**src/rtl/sst_pkg.sv**
```systemverilog
package sst_pkg;

    localparam int FRAME_MAX = 16;
    localparam int WF_W      = $clog2(FRAME_MAX);

    typedef logic [FRAME_MAX-1:0] word_t;
    typedef logic [WF_W:0]        cnt_t;

    // control register image, bit 0 upward: width-1, order, idle level, phase, master
    typedef struct packed {
        logic            master;
        logic            cpha;
        logic            cpol;
        logic            msb_first;
        logic [WF_W-1:0] wlen_m1;
    } cfg_t;

    localparam int CFG_W    = $bits(cfg_t);
    localparam int CLR_BIT  = CFG_W;
    localparam int BUSY_BIT = CFG_W + 1;
    localparam int COLL_BIT = CFG_W + 2;

    typedef enum logic [1:0] {
        A_CTRL = 2'd0,
        A_DATA = 2'd1,
        A_DIV  = 2'd2
    } addr_e;

    function automatic cnt_t frame_bits(cfg_t c);
        if (c.wlen_m1 == '0) return cnt_t'(2);
        return {1'b0, c.wlen_m1} + 1'b1;
    endfunction

    function automatic logic head_bit(word_t sr, cfg_t c);
        cnt_t top = frame_bits(c) - 1'b1;
        return c.msb_first ? sr[top[WF_W-1:0]] : sr[0];
    endfunction

    function automatic word_t tx_advance(word_t sr, logic msb);
        return msb ? (sr << 1) : (sr >> 1);
    endfunction

    function automatic word_t rx_insert(word_t sr, logic b, logic msb);
        return msb ? {sr[FRAME_MAX-2:0], b} : {b, sr[FRAME_MAX-1:1]};
    endfunction

    function automatic word_t rx_align(word_t sr, cfg_t c);
        return c.msb_first ? sr : (sr >> (cnt_t'(FRAME_MAX) - frame_bits(c)));
    endfunction

endpackage

```
**src/rtl/sst_edge_src.sv**
```systemverilog
module sst_edge_src
    import sst_pkg::*;
#(
    parameter int DIV_W       = 16,
    parameter int SYNC_STAGES = 2
) (
    input  logic             clk,
    input  logic             rst,
    input  logic             run,
    input  logic             master,
    input  logic             cpol,
    input  logic [DIV_W-1:0] reload,
    input  logic             sclk_in,
    input  logic             sdi,
    output logic             lead_ev,
    output logic             trail_ev,
    output logic             sclk_out,
    output logic             sdi_bit
);
    logic [DIV_W-1:0]     cnt;
    logic                 phase;
    logic                 run_m;
    logic                 tick;
    logic [SYNC_STAGES:0] ck_pipe;
    logic [SYNC_STAGES:0] dt_pipe;
    logic                 ck_new, ck_old, ext_rise, ext_fall;

    assign run_m = run & master;
    assign tick  = run_m && (cnt == '0);

    // master divider: held at reload while not shifting
    always_ff @(posedge clk) begin
        if (rst || !run_m) begin
            cnt   <= reload;
            phase <= 1'b0;
        end else if (cnt == '0) begin
            cnt   <= reload;
            phase <= ~phase;
        end else begin
            cnt <= cnt - 1'b1;
        end
    end

    // external clock and data synchronizer, extra stage for edge detection
    always_ff @(posedge clk) begin
        if (rst) begin
            ck_pipe <= '0;
            dt_pipe <= '0;
        end else begin
            ck_pipe[0] <= sclk_in;
            dt_pipe[0] <= sdi;
            for (int i = 1; i <= SYNC_STAGES; i++) begin
                ck_pipe[i] <= ck_pipe[i-1];
                dt_pipe[i] <= dt_pipe[i-1];
            end
        end
    end

    assign ck_new   = ck_pipe[SYNC_STAGES-1];
    assign ck_old   = ck_pipe[SYNC_STAGES];
    assign ext_rise = ck_new & ~ck_old;
    assign ext_fall = ~ck_new & ck_old;

    assign lead_ev  = (tick & ~phase) | (run & ~master & (cpol ? ext_fall : ext_rise));
    assign trail_ev = (tick &  phase) | (run & ~master & (cpol ? ext_rise : ext_fall));
    assign sclk_out = cpol ^ (master & phase);
    assign sdi_bit  = master ? sdi : dt_pipe[SYNC_STAGES-1];

    p_half_period_r8: assert property (@(posedge clk) disable iff (rst)
        (tick && reload != '0 && $stable(reload)) |=> !tick);

    p_single_edge_r7: assert property (@(posedge clk) disable iff (rst)
        !(lead_ev && trail_ev));

    p_idle_phase_r8: assert property (@(posedge clk) disable iff (rst)
        !run_m |=> (sclk_out == cpol));

endmodule

```
**src/rtl/sst_shift_engine.sv**
```systemverilog
module sst_shift_engine
    import sst_pkg::*;
(
    input  logic  clk,
    input  logic  rst,
    input  cfg_t  cfg,
    input  logic  load,
    input  word_t load_word,
    input  logic  lead_ev,
    input  logic  trail_ev,
    input  logic  sdi_bit,
    output logic  sdo,
    output logic  last_edge,
    output word_t rx_frame
);
    word_t tx_sr, rx_sr, rx_next;
    cnt_t  bcnt;
    logic  sample_ev, shift_ev;

    assign sample_ev = cfg.cpha ? trail_ev : lead_ev;
    assign shift_ev  = cfg.cpha ? lead_ev  : trail_ev;
    assign last_edge = trail_ev && (bcnt == frame_bits(cfg) - 1'b1);
    assign rx_next   = sample_ev ? rx_insert(rx_sr, sdi_bit, cfg.msb_first) : rx_sr;
    assign rx_frame  = rx_align(rx_next, cfg);

    always_ff @(posedge clk) begin
        if (rst) begin
            tx_sr <= '0;
            rx_sr <= '0;
            sdo   <= 1'b0;
            bcnt  <= '0;
        end else if (load) begin
            bcnt <= '0;
            if (cfg.cpha) begin
                tx_sr <= load_word;
            end else begin
                sdo   <= head_bit(load_word, cfg);
                tx_sr <= tx_advance(load_word, cfg.msb_first);
            end
        end else begin
            rx_sr <= rx_next;
            if (shift_ev && !(!cfg.cpha && last_edge)) begin
                sdo   <= head_bit(tx_sr, cfg);
                tx_sr <= tx_advance(tx_sr, cfg.msb_first);
            end
            if (trail_ev) bcnt <= last_edge ? '0 : bcnt + 1'b1;
        end
    end

    p_bit_count_range_r1: assert property (@(posedge clk) disable iff (rst)
        bcnt < frame_bits(cfg));

    p_load_restarts_count_r1: assert property (@(posedge clk) disable iff (rst)
        load |=> (bcnt == '0));

endmodule

```
**src/rtl/sst_top.sv**
```systemverilog
module sst_top
    import sst_pkg::*;
#(
    parameter int DIV_W       = 16,
    parameter int SYNC_STAGES = 2
) (
    input  logic        clk,
    input  logic        rst,
    input  logic        wr_en,
    input  logic [1:0]  addr,
    input  logic [15:0] wdata,
    output logic [15:0] rdata,
    output logic        tx_irq,
    output logic        rx_irq,
    input  logic        sclk_in,
    output logic        sclk_out,
    input  logic        sdi,
    output logic        sdo
);
    cfg_t             cfg;
    logic [DIV_W-1:0] reload;
    word_t            tbuf, rbuf, rx_frame;
    logic             tb_full, busy, coll;
    logic             start, last_edge, lead_ev, trail_ev, sdi_bit;
    logic             wr_ctrl, wr_data, wr_div;

    assign wr_ctrl = wr_en && (addr == A_CTRL);
    assign wr_data = wr_en && (addr == A_DATA);
    assign wr_div  = wr_en && (addr == A_DIV);
    assign start   = tb_full && (!busy || last_edge);

    always_ff @(posedge clk) begin
        if (rst) begin
            cfg     <= '0;
            reload  <= '0;
            tbuf    <= '0;
            rbuf    <= '0;
            tb_full <= 1'b0;
            busy    <= 1'b0;
            coll    <= 1'b0;
            tx_irq  <= 1'b0;
            rx_irq  <= 1'b0;
        end else begin
            tx_irq <= start;
            rx_irq <= last_edge;
            if (last_edge) rbuf <= rx_frame;
            if (start)          busy <= 1'b1;
            else if (last_edge) busy <= 1'b0;

            if (wr_data) begin
                tbuf    <= wdata;
                tb_full <= 1'b1;
                if (tb_full && !start) coll <= 1'b1;
            end else if (start) begin
                tb_full <= 1'b0;
            end

            if (wr_ctrl) begin
                cfg <= cfg_t'(wdata[CFG_W-1:0]);
                if (wdata[CLR_BIT]) coll <= 1'b0;
            end
            if (wr_div) reload <= wdata[DIV_W-1:0];
        end
    end

    always_comb begin
        case (addr)
            A_CTRL:  rdata = 16'({coll, busy, 1'b0, cfg});
            A_DATA:  rdata = rbuf;
            A_DIV:   rdata = 16'(reload);
            default: rdata = '0;
        endcase
    end

    sst_edge_src #(.DIV_W(DIV_W), .SYNC_STAGES(SYNC_STAGES)) u_edges (
        .clk(clk), .rst(rst), .run(busy), .master(cfg.master), .cpol(cfg.cpol),
        .reload(reload), .sclk_in(sclk_in), .sdi(sdi),
        .lead_ev(lead_ev), .trail_ev(trail_ev), .sclk_out(sclk_out), .sdi_bit(sdi_bit)
    );

    sst_shift_engine u_engine (
        .clk(clk), .rst(rst), .cfg(cfg), .load(start), .load_word(tbuf),
        .lead_ev(lead_ev), .trail_ev(trail_ev), .sdi_bit(sdi_bit),
        .sdo(sdo), .last_edge(last_edge), .rx_frame(rx_frame)
    );

    p_busy_ends_with_rx_r5: assert property (@(posedge clk) disable iff (rst)
        $fell(busy) |-> rx_irq);

    p_tx_req_while_busy_r4: assert property (@(posedge clk) disable iff (rst)
        tx_irq |-> busy);

    p_rx_req_one_cycle_r5: assert property (@(posedge clk) disable iff (rst)
        rx_irq |=> !rx_irq);

    p_idle_clock_level_r7: assert property (@(posedge clk) disable iff (rst)
        !busy |-> (sclk_out == cfg.cpol));

    p_collision_sticky_r10: assert property (@(posedge clk) disable iff (rst)
        (coll && !(wr_ctrl && wdata[CLR_BIT])) |=> coll);

endmodule

```
**config.mk**
```make
export PLATFORM = sky130hd
export DESIGN_NAME = sst_top
export DESIGN_NICKNAME = d
export VERILOG_FILES = /design/src/rtl/sst_pkg.sv /design/src/rtl/sst_edge_src.sv /design/src/rtl/sst_shift_engine.sv /design/src/rtl/sst_top.sv
export SDC_FILE = /design/constraint.sdc
export NUM_CORES = 1
export LEC_CHECK = 0
export BUFFER_PORTS_ARGS = -buffer_cell sky130_fd_sc_hd__buf_2
export CAP_MARGIN = 10
export CORE_MARGIN = 2
export CORE_UTILIZATION = 34
export DETAILED_ROUTE_END_ITERATION = 10
export PLACE_DENSITY = 0.59
export SYNTH_ARGS = -nofsm -noshare
export SYNTH_HDL_FRONTEND = slang
export SYNTH_HIERARCHICAL = 1
export SYNTH_SLANG_ARGS = --single-unit
export TNS_END_PERCENT = 20
```
**constraint.sdc**
```tcl
create_clock -name clk -period 5.7 [get_ports clk]
set_clock_uncertainty 0.2 [all_clocks]
set_input_delay 0.57 -clock clk [delete_from_list [all_inputs] [get_ports clk]]
set_output_delay 0.57 -clock clk [all_outputs]
set_load 0.02 [all_outputs]
```
==> impl_metrics.json <==
{
  "status": "complete, no violations",
  "routed_wl_mm": 20.6,
  "port_buffers": 42,
  "fmax_ghz": 0.201,
  "placementRows": 53,
  "area_delta_synth_final_pct": 12.5,
  "synth_edf_count": 0,
  "cts.repair.resized": 0,
  "required_ns": 5.79,
  "synth-seq-area-share": 0.327,
  "drcViolationCount": 0,
  "hp-class": "input port to flip-flop",
  "antenna_found_initial": 0,
  "hold_ws_ns": 0.155,
  "htreeDepth": 4,
  "dp_hpwl_mm": 14.5,
  "crit_type": "flip-flop to flip-flop",
  "avgRoutedWirePerCell_um": 17.7,
  "final_cell_mix": "dfxtp_1 (120), mux2i_1 (111), nand2_1 (106)",
  "grt_max_degree": 56,
  "finalPower_mw": 2.24,
  "drv_cap": 0,
  "yosys.area_share.xor_xnor": 0.0279,
  "synthMuxAreaShare": 0.237,
  "cp_data_arrival_time_ns": 5.06,
  "fin_nets": 905,
  "p_per_area_nw_per_um2": 269,
  "cts_inserted_buffers": 17,
  "die_y_um": 152,
  "postSynthCellCount": 867,
  "rsz0062_at_grt": "false",
  "fin_crit_sh": 0.872,
  "synth_simple_gate_area_frac": 0.188,
  "drt_iter0_markers": 543,
  "initial_core_util": 0.349,
  "synth_top_family_by_area": "multiplexers",
  "cts.root.buffer_cell": "clkbuf_16",
  "hold_depth": 2,
  "multi_input_comb_area_sq_um": 4630,
  "clock-sinks": 121,
  "postCtsSetupBuffers": 0,
  "drv_slew": 0,
  "cts_tree": "yes",
  "fin_crit_ns": 4.97,
  "ant_nets": 0,
  "syn_nets": 896,
  "vias": 6375,
  "synth-async-reset-ratio": 0,
  "hp-start": "sclk_in",
  "final_common_cell": "dfxtp_1",
  "start_kind": "flip-flop",
  "layout.area.seq_sq_um": 2420,
  "peakVddDrop_mv": 0.221,
  "hold_end": "u_edges/ck_pipe[0]",
  "yosysUniqueCellTypes": 80,
  "fill_cells": 2186,
  "first_global_vias": 5822,
  "drive_gt1_frac": 0.178,
  "r2r-start": "u_edges/cnt[4]",
  "via_per_inst": 5.48,
  "r2r-end": "rbuf[2]",
  "grt_pass1_wl_mm": 32.7,
  "rr_worst_depth": 13,
  "grtUsageTotal": 0.184,
  "gp_congestion": 0.884,
  "synth_adder_area_share": 0.0101,
  "clock_latency_ns": 0.42,
  "crit_fanout": 20,
  "dr.pass1.iters": 6,
  "path_clk_slew_ns": 0.06,
  "ys_seq_elements": 121,
  "worst_slew_pin_slew_ns": 1.08,
  "synthesis.area_sq_um": 7400,
  "core_sq_um": 21200,
  "slew_headroom": 0.277,
  "overflow": 0,
  "final-setup-viol-count": 0,
  "cp-end-kind": "flip-flop",
  "syn_avg_cell_area_sq_um": 8.54,
  "timing.setup.tns_ns": 0,
  "clk_path_buf_depth": 2,
  "io_pins": 43,
  "r2r_setup_slack_ns": 0.73,
  "dieArea_sq_um": 23000,
  "ys_warn_count": 6,
  "chipWidth_um": 152,
  "synth_compound_area_frac": 0.161,
  "synth_flop_cell": "dfxtp_1",
  "hold_viol": 0,
  "holdBufCountCts": 0,
  "antenna_cells": 0,
  "p_leak_nw": 3.08
}
-- state kept, by name (all words and copies together) (netlist names), 2 cells and up --
register / cells
u_edges/ck_pipe: 3
u_edges/cnt: 16
tbuf: 16
u_engine/bcnt: 5
u_edges/dt_pipe: 2
reload: 16
cfg: 8
u_engine/tx_sr: 16
rbuf: 16
u_engine/rx_sr: 16
-- metrics by stage --
step / std cells / utilization / setup slack [ns] / cell area [sq um]
final: 1164 / 0.392 / 0.732 / 8330
after global routing: 1164 / 0.392 / 0.400 / 8330
after detailed placement: 1132 / 0.363 / 0.881 / 7710
after global placement: 1132 / 0.363 / 0.832 / 7710
after CTS: 1164 / 0.392 / 0.866 / 8330
after floorplan: 867 / - / 1.45 / 7400
-- Yosys cell counts (all sizes together) (3+ instances only) --
cell,number,area (sq um)
nand3b,3,30.0
a32o,3,30.0
inv,10,37.5
nand4,6,58.8
a22o,7,61.3
o211ai,3,22.5
o22ai,21,131
nor2,101,379
o31ai,7,52.6
nor3,4,20.0
a221oi,4,35.0
a31oi,5,31.3
xnor2,9,78.8
nor4,5,31.3
ha,6,75.1
o21ai,23,115
a222oi,4,40.0
a21o,3,22.5
nand2,107,404
dfxtp,121,2420
mux2,57,642
nor3b,4,35.0
o21a,6,45.0
o32ai,3,26.3
nor2b,21,134
mux2i,111,1110
a21oi,78,394
nand2b,13,88.8
or3,3,25.0
clkbuf,30,118
nand3,6,30.0
xor2,12,105
buf,31,201
-- report_power, final --
part	total (mW)	leakage, nW	switching, mW	internal, mW
Clock	1.13	0.294	0.433	0.699
Sequential	0.887	0.980	0.0238	0.863
Combinational	0.224	1.81	0.138	0.0861
-- worst max-delay path: stages (launching register included) --
cell     delay [ns]
dfxtp_1        0.35
nor4_1         0.80
nand4_2        0.40
o22ai_1        0.29
and2_1         0.42
mux2_2         0.60
mux2i_1        0.50
nor2_1         0.08
a21oi_1        0.27
a21oi_1        0.14
a211o_1        0.32
a32o_1         0.25
mux2i_1        0.13
nor2_1         0.05
-- logic make-up after synthesis --
logic type / Yosys count
flops: 121
fa+ha+maj: 6
compound gates: 188
buf+inv: 71
mux: 168
simple gates: 291
xor+xnor: 22
-- layout make-up --
class / instances / share of cell area
clock buffer: 18 / 0.0515
clock inverter: 14 / 0.0224
inverter: 10 / 0.00451
multi-input combinational: 675 / 0.556
sequential: 121 / 0.291
tap: 275 / 0.0413
timing repair buffer: 51 / 0.0334
-- worst max-delay path by stage --
stage                         startpoint           end  slack (ns)
after global routing      u_edges/cnt[4]       rbuf[2]        0.40
final                     u_edges/cnt[4]       rbuf[2]        0.73
after detailed placement  u_edges/cnt[4]       rbuf[2]        0.88
after CTS                 u_edges/cnt[4]       rbuf[2]        0.87
after global placement    u_edges/cnt[4]       rbuf[2]        0.83
after floorplan                   cfg[0]  u_engine/sdo        1.45
-- metal layers --
layer | GRT usage | routed length [um]
met1 | 0.246 | 9450
met2 | 0.301 | 9740
met3 | 0.0314 | 999
met4 | 0.0588 | 388
met5 | 0 | 0
(Power assumes the default switching activity.)
